**config.mk**
```make
export PLATFORM = sky130hd
export DESIGN_NAME = rot_regfile
export DESIGN_NICKNAME = d
export VERILOG_FILES = /design/src/rtl/rot_regfile.sv
export SDC_FILE = /design/constraint.sdc
export NUM_CORES = 1
export LEC_CHECK = 0
export BUFFER_PORTS_ARGS = -buffer_cell sky130_fd_sc_hd__buf_2
export CORE_MARGIN = 1.5
export CORE_UTILIZATION = 23
export CTS_CLUSTER_SIZE = 20
export DETAILED_ROUTE_END_ITERATION = 10
export PLACE_DENSITY = 0.48
export SYNTH_ARGS = -nofsm -noshare
export SYNTH_HDL_FRONTEND = slang
export SYNTH_SLANG_ARGS = --single-unit
```
**constraint.sdc**
```tcl
create_clock -name clk -period 11.2 [get_ports clk]
set_clock_uncertainty 0.15 [all_clocks]
set_input_delay 2.24 -clock clk [delete_from_list [all_inputs] [get_ports clk]]
set_output_delay 2.24 -clock clk [all_outputs]
set_load 0.1 [all_outputs]
```
**src/rtl/rot_regfile.sv**
```systemverilog
module rot_regfile #(
  parameter int DW      = 32,
  parameter int NREG    = 32,
  parameter int NSTATIC = 8
) (
  input  logic                    clk,
  input  logic                    rst_n,
  input  logic                    base_clr,
  input  logic                    rotate,
  input  logic                    wr_en,
  input  logic [$clog2(NREG)-1:0] wr_addr,
  input  logic [DW-1:0]           wr_data,
  input  logic [$clog2(NREG)-1:0] rd0_addr,
  output logic [DW-1:0]           rd0_data,
  input  logic [$clog2(NREG)-1:0] rd1_addr,
  output logic [DW-1:0]           rd1_data
);
  localparam int AW   = $clog2(NREG);
  localparam int NROT = NREG - NSTATIC;
  localparam int BW   = $clog2(NROT);

  logic [BW-1:0] base_q;
  logic [DW-1:0] rf [NREG];
  logic [AW-1:0] wr_phys, rd0_phys, rd1_phys;

  function automatic logic [AW-1:0] remap(input logic [AW-1:0] l, input logic [BW-1:0] b);
    int s;
    if (int'(l) < NSTATIC) return l;
    s = int'(l) - NSTATIC + int'(b);
    if (s >= NROT) s = s - NROT;
    return AW'(s + NSTATIC);
  endfunction

  assign wr_phys  = remap(wr_addr, base_q);
  assign rd0_phys = remap(rd0_addr, base_q);
  assign rd1_phys = remap(rd1_addr, base_q);

  assign rd0_data = rf[rd0_phys];
  assign rd1_data = rf[rd1_phys];

  always_ff @(posedge clk or negedge rst_n)
    if (!rst_n)         base_q <= '0;
    else if (base_clr)  base_q <= '0;
    else if (rotate)    base_q <= (base_q == '0) ? BW'(NROT - 1) : base_q - 1'b1;

  always_ff @(posedge clk)
    if (wr_en) rf[wr_phys] <= wr_data;
endmodule


```
==> results of run 1 <==
==> sequential cells by signal, indices dropped and copies added (netlist names) <==
| register | count |
|---|---|
| base_q | 5 |
| rf | 1024 |
==> cells in the final DEF, fill, tap and decap left out, drive strengths merged, types with 6 or more instances in the layout <==
| cell type | count |
|---|---|
| a22o | 64 |
| inv | 21 |
| clkinv | 51 |
| nand3 | 7 |
| mux2i | 294 |
| buf | 207 |
| nor2 | 30 |
| o21a | 7 |
| nor3 | 24 |
| a211oi | 6 |
| mux4 | 512 |
| nand2 | 113 |
| a21oi | 101 |
| ha | 22 |
| edfxtp | 1024 |
| o21ai | 11 |
| clkbuf | 132 |
| bufinv | 8 |
==> worst max-delay path: cells and delay by family <==
kind	cells	cell delay (ns)
muxes	1	0.22
buffers and inverters	3	0.91
adders and majority gates	3	0.83
and+or+nand+nor	6	1.33
AOI/OAI and AO/OA	3	1.21
==> final timing paths <==
| kind | end | cells after the start | startpoint | slack [ns] |
|---|---|---|---|---|
| min in group asynchronous | base_q[0] | 1 | rst_n | 1.19 |
| max in group asynchronous | base_q[4] | 1 | rst_n | 9.58 |
| worst min register to register | base_q[0] | 1 | base_q[0] | 0.63 |
| worst min-delay path | base_q[0] | 1 | base_q[0] | 0.63 |
| worst max register to register | rf[16][9] | 14 | base_q[0] | 4.69 |
| worst max-delay path | rd1_data[22] | 16 | rd1_addr[0] | 1.92 |
==> cell usage after synthesis, types with 3 or more instances <==
cell      instances
nand2b_1          3
a211oi_1          6
inv_1            19
a22o_1           64
mux2i_1         294
o21a_1            7
buf_6             5
or3_1             3
a21o_1            3
buf_2            68
edfxtp_1       1024
nor2_1           30
nor2b_1           4
and2_1            4
and3_1            3
nand2_1         113
o21ai_0           6
fa_1              3
buf_4             6
o21ai_1           4
xor2_1            4
ha_1             22
clkbuf_1         91
a21oi_1         101
mux4_2          512
buf_1            11
nor3_1           24
dfrtp_1           5
nand3_1           7
==> layer usage <==
layer	vias to the layer above	GRT usage, %	part of all wire (%)
met4	16	3.16	2.0
met1	14500	19.3	43
met3	204	3.13	7.1
met2	881	22.6	48
li1	11000	-	-
met5	-	0	0.063
==> cell type report <==
cell class                      count  area, µm²
Antenna cell                        2       5.00
Clock buffer                      132       2840
Clock inverter                     65        520
Fill cell                       21100     155000
Inverter                           20       75.1
Multi-Input combinational cell   1258      17600
Sequential cell                  1029      30900
Tap cell                         2821       3530
Timing Repair Buffer              207       1440
==> kinds of logic after synthesis <==
family,count (synthesis),synth area share (%)
muxes,806,29.5
adders and majority gates,25,0.683
xor gates and xnor gates,7,0.153
and+or+nand+nor,203,1.82
DFF,1029,62.9
buffers and inverters,201,1.83
AOI/OAI and AO/OA,217,3.13
==> power breakdown <==
group | leakage (nW) | total (W) | switching [W] | internal, W
logic | 7.26 | 0.00447 | 0.00320 | 0.00128
clock network | 1.63 | 0.00351 | 0.00154 | 0.00197
registers | 9.29 | 0.00443 | 0.0000482 | 0.00438
==> stage by stage <==
stage	hold slack, ns	util, %
6_report	0.632	26.8
5_1_grt	0.687	26.8
4_1_cts	0.650	26.8
3_5_place_dp	0.635	25.3
3_3_place_gp	0.648	25.3
2_1_floorplan	0.384	-
==> run_results.csv, run 1 <==
group,metric,value,unit
cts,cts_tree,"yes",
yosys,synth_area_leaders,"edfxtp_1 (63%), mux4_2 (23%), mux2i_1 (6.0%), a22o_1 (1.1%), a21oi_1 (1.0%)",
yosys,yosysTopAreaCellShare,62.6,%
worst_setup_path,cp-end-kind,"primary output",
worst_setup_path,path_max_fanout,38,
yosys,syn-num-nets,2565,
yosys,avgSynthCellArea,19.7,µm²
die,rows,169,
route,drcViolationCount,10,
worst_setup_path,cp-start-kind,"primary input",
die,io_pins,116,
finish,drive_above_1_share,33.9,%
yosys,ys_types,63,
yosys,yosys_warnings,0,
die,die_w,465,µm
die,fp.dieH,465,µm
pwr,leakagePower,18.2,nW
timing,period_minus_slack,9.28,ns
place,placed_cell_area,0.0536,mm²
finish,nNetsFinal,2700,
yosys,async_flop_share,0.486,%
route,drt_iter0_markers,2516,
cts,h-tree-depth,3,
grt,antenna_found_initial,23,
finish,synthToLayoutAreaGrowth,15.9,%
place,io_buffer_count,115,
worst_setup_path,slowest_stage,"o31a_2",
timing,slew_headroom,13.1,%
yosys,synth_edf_count,1024,
grt,grt_pass1_wl,215000,µm
timing,fin_tns_setup,0,ns
die,dieArea,0.216,mm²
timing,setup_ws,1.92,ns
grt,grt_max_degree,122,
cts,cts_resized,0,
grt,grt_usage,14.1,%
timing,worst_pin_slew,1.30,ns
route,first_pass_iters,8,
timing,slew_viol_final,0,
timing,hold_viol_final,0,
finish,final_area,0.0569,mm²
worst_setup_path,criticalPathCategory,"in -> out",
route,routed_wl,155000,µm
finish,fin_cells,5534,
route,via_count,26600,
timing,fin_crit_sh,82.8,%
route,wl_per_cell,27.9,µm
cts,numCtsBuffers,107,
cts,cts.sinks,1029,
cts,clkLatencyLatePin,0.70,ns
cts,post_cts_buffers,0,
route,drt.antenna.violating_nets,0,
worst_setup_path,cpMostUsedCell,"nor3_1",
grt,grt_pass1_vias,27400,
worst_setup_path,cp_cell_sequence,"buf_2 > ha_1 > fa_1 > and3_1 > or3_1 > and2_1 > ha_1 > nor3_1 > o21a_1 > nor3_1 > nor3_1 > o31a_2 > buf_12 > mux2i_1 > a22o_1 > buf_2",
cts,cts_max_path_buffers,3,
worst_setup_path,slowest_delay,0.69,ns
timing,rsz0062_at_grt,"no",
yosys,synth_ff_type,"edfxtp_1",
min_path,min_path_type,"reg -> reg",
yosys,synth_seq_cells,1029,
place,dp_slack,1.91,ns
pwr,power_density,218,mW/mm²
yosys,synthCells,2488,
die,core_area,0.212,mm²
yosys,yosys.area.top_type,"edfxtp_1",
worst_setup_path,crit_arrival,6.89,ns
die,initial_core_util,23.1,%
route,routed_via_density,4.81,
pwr,peakVddDrop,0.329,mV
pwr,fin_total_pwr,0.0124,W
place,placed_cells,5335,
run_status,violations,"design-rule violations",
grt,grt.overflow.total,0,
yosys,netlist_area,0.0491,mm²
yosys,seq_area_frac_synth,62.9,%
timing,setup-violations-final,0,
cts,postCtsHoldBufs,0,
cts,cts_root_buf,"clkbuf_16",
worst_setup_path,required,8.81,ns
job,drv_cap,0,
cts,clk_pin_slew,0.06,ns
place,place_hpwl,88300,µm
run_status,status,"complete, but fails checks",
place,place.gp.congestion,0.748,
timing,max_freq,108,MHz
(Power assumes the default switching activity.)
==> inputs of run 2 (changes only) <==
clock period = 9.5 ns   (was 11.2 ns; I/O delays follow)
==> run_results.csv, run 2 (synthesis gave the netlist of run 1 again) <==
group,metric,value,unit
grt,grt_pass1_vias,27800,
route,routed_via_density,4.80,
worst_setup_path,cpMostUsedCell,"nor3_1",
finish,largest_reg_flops,1024,
worst_setup_path,slowest_delay,0.78,ns
route,drt_iter0_markers,2578,
timing,hold_viol_final,0,
die,dieArea,0.216,mm²
die,rows,169,
worst_setup_path,path_max_fanout,21,
finish,reg_top3,"rf x1024, base_q x5",
finish,fin_cells,5591,
cts,cts_resized,0,
timing,setup_ws,0.822,ns
finish,multiInputGateArea,0.0176,mm²
pwr,peakVddDrop,0.322,mV
finish,sequential_cell_area,0.0309,mm²
worst_setup_path,required,7.45,ns
timing,setup-violations-final,0,
die,fp.dieH,465,µm
die,initial_core_util,23.1,%
run_status,status,"complete, but fails checks",
finish,synthToLayoutAreaGrowth,18.1,%
finish,fillers,21000,
run_status,violations,"design-rule violations",
cts,cts_tree,"yes",
finish,regMostFlops,"rf",
timing,worst_pin_slew,1.22,ns
timing,max_freq,115,MHz
route,via_count,26800,
worst_setup_path,slowest_stage,"o31a_2",
timing,period_minus_slack,8.68,ns
timing,slew_headroom,18.6,%
cts,post_cts_buffers,0,
place,place_hpwl,94000,µm
worst_setup_path,cp-start-kind,"primary input",
cts,postCtsHoldBufs,0,
place,place.gp.congestion,0.732,
worst_setup_path,cp_cell_sequence,"buf_2 > ha_1 > fa_1 > and3_1 > or3_1 > and2_1 > ha_1 > nor3_1 > o21a_1 > nor3_1 > nor3_1 > o31a_2 > buf_12 > mux2i_1 > a22o_1 > buf_2",
grt,grt_pass1_wl,221000,µm
route,first_pass_iters,8,
grt,grt.overflow.total,0,
worst_setup_path,cp-end-kind,"primary output",
die,io_pins,116,
pwr,power_density,262,mW/mm²
route,drt.antenna.violating_nets,0,
grt,grt_max_degree,75,
cts,cts.sinks,1029,
cts,clk_pin_slew,0.06,ns
finish,layout_common_cells,"edfxtp_1 (1024), mux4_2 (512), mux2i_1 (289)",
finish,final_area,0.0580,mm²
cts,h-tree-depth,3,
place,placed_cells,5381,
finish,final_util,27.3,%
route,drcViolationCount,10,
worst_setup_path,criticalPathCategory,"in -> out",
finish,drive_above_1_share,35.5,%
cts,cts_max_path_buffers,3,
cts,numCtsBuffers,111,
worst_setup_path,crit_arrival,6.63,ns
finish,nNetsFinal,2750,
place,placed_cell_area,0.0542,mm²
pwr,leakagePower,18.7,nW
worst_setup_path,critPathBufInv,3,
timing,slew_viol_final,0,
cts,clkLatencyLatePin,0.74,ns
grt,antenna_found_initial,25,
timing,rsz0062_at_grt,"no",
die,die_w,465,µm
finish,final_common_cell,"edfxtp_1",
place,io_buffer_count,115,
min_path,min_path_type,"reg -> reg",
timing,fin_tns_setup,0,ns
die,core_area,0.212,mm²
job,drv_cap,0,
route,wl_per_cell,28.4,µm
place,dp_slack,0.797,ns
timing,fin_crit_sh,91.3,%
grt,grt_usage,14.5,%
worst_setup_path,cp_top_family,"simple AND/OR/NAND/NOR gates",
route,routed_wl,159000,µm
cts,cts_root_buf,"clkbuf_16",
==> run 2: cell type report <==
class                      instances  share of cell area [%]
sequential                      1029                    53.2
multi-input combinational       1258                    30.4
tap                             2821                    6.09
clock buffer                     121                    4.85
timing repair buffer             253                    3.66
clock inverter                    88                    1.63
inverter                          20                   0.129
antenna                            1                 0.00431
==> run 2: through the flow <==
step	hold WS (ns)	total power (W)
after floorplan	0.384	0.00910
after global placement	0.624	0.0108
after detailed placement	0.637	0.0108
after CTS	0.646	0.0154
after global routing	0.694	0.0157
final	0.607	0.0152
==> run 2: final timing paths <==
path / start / cells after the start / slack, ns / endpoint
setup / recovery: rd1_addr[0] / 16 / 0.82 / rd1_data[15]
hold / removal: base_q[0] / 1 / 0.61 / base_q[0]
setup reg to reg: base_q[0] / 14 / 3.33 / rf[17][24]
hold reg to reg: base_q[0] / 1 / 0.61 / base_q[0]
max in group asynchronous: rst_n / 1 / 8.26 / base_q[3]
min in group asynchronous: rst_n / 1 / 0.81 / base_q[2]
==> run 2: routing by layer <==
| layer | global-route usage, % | wire length (µm) | up-vias |
|---|---|---|---|
| met1 | 20.1 | 70900 | 14700 |
| met4 | 3.68 | 3790 | 22 |
| met2 | 22.9 | 74000 | 825 |
| met5 | 0 | 131 | - |
| li1 | - | - | 11100 |
| met3 | 3.23 | 10200 | 226 |
==> run 2: report_power, final <==
| part | internal [W] | switching [W] |
|---|---|---|
| clock | 0.00261 | 0.00191 |
| sequential | 0.00516 | 0.0000557 |
| combinational | 0.00160 | 0.00384 |
| total | 0.00937 | 0.00581 |
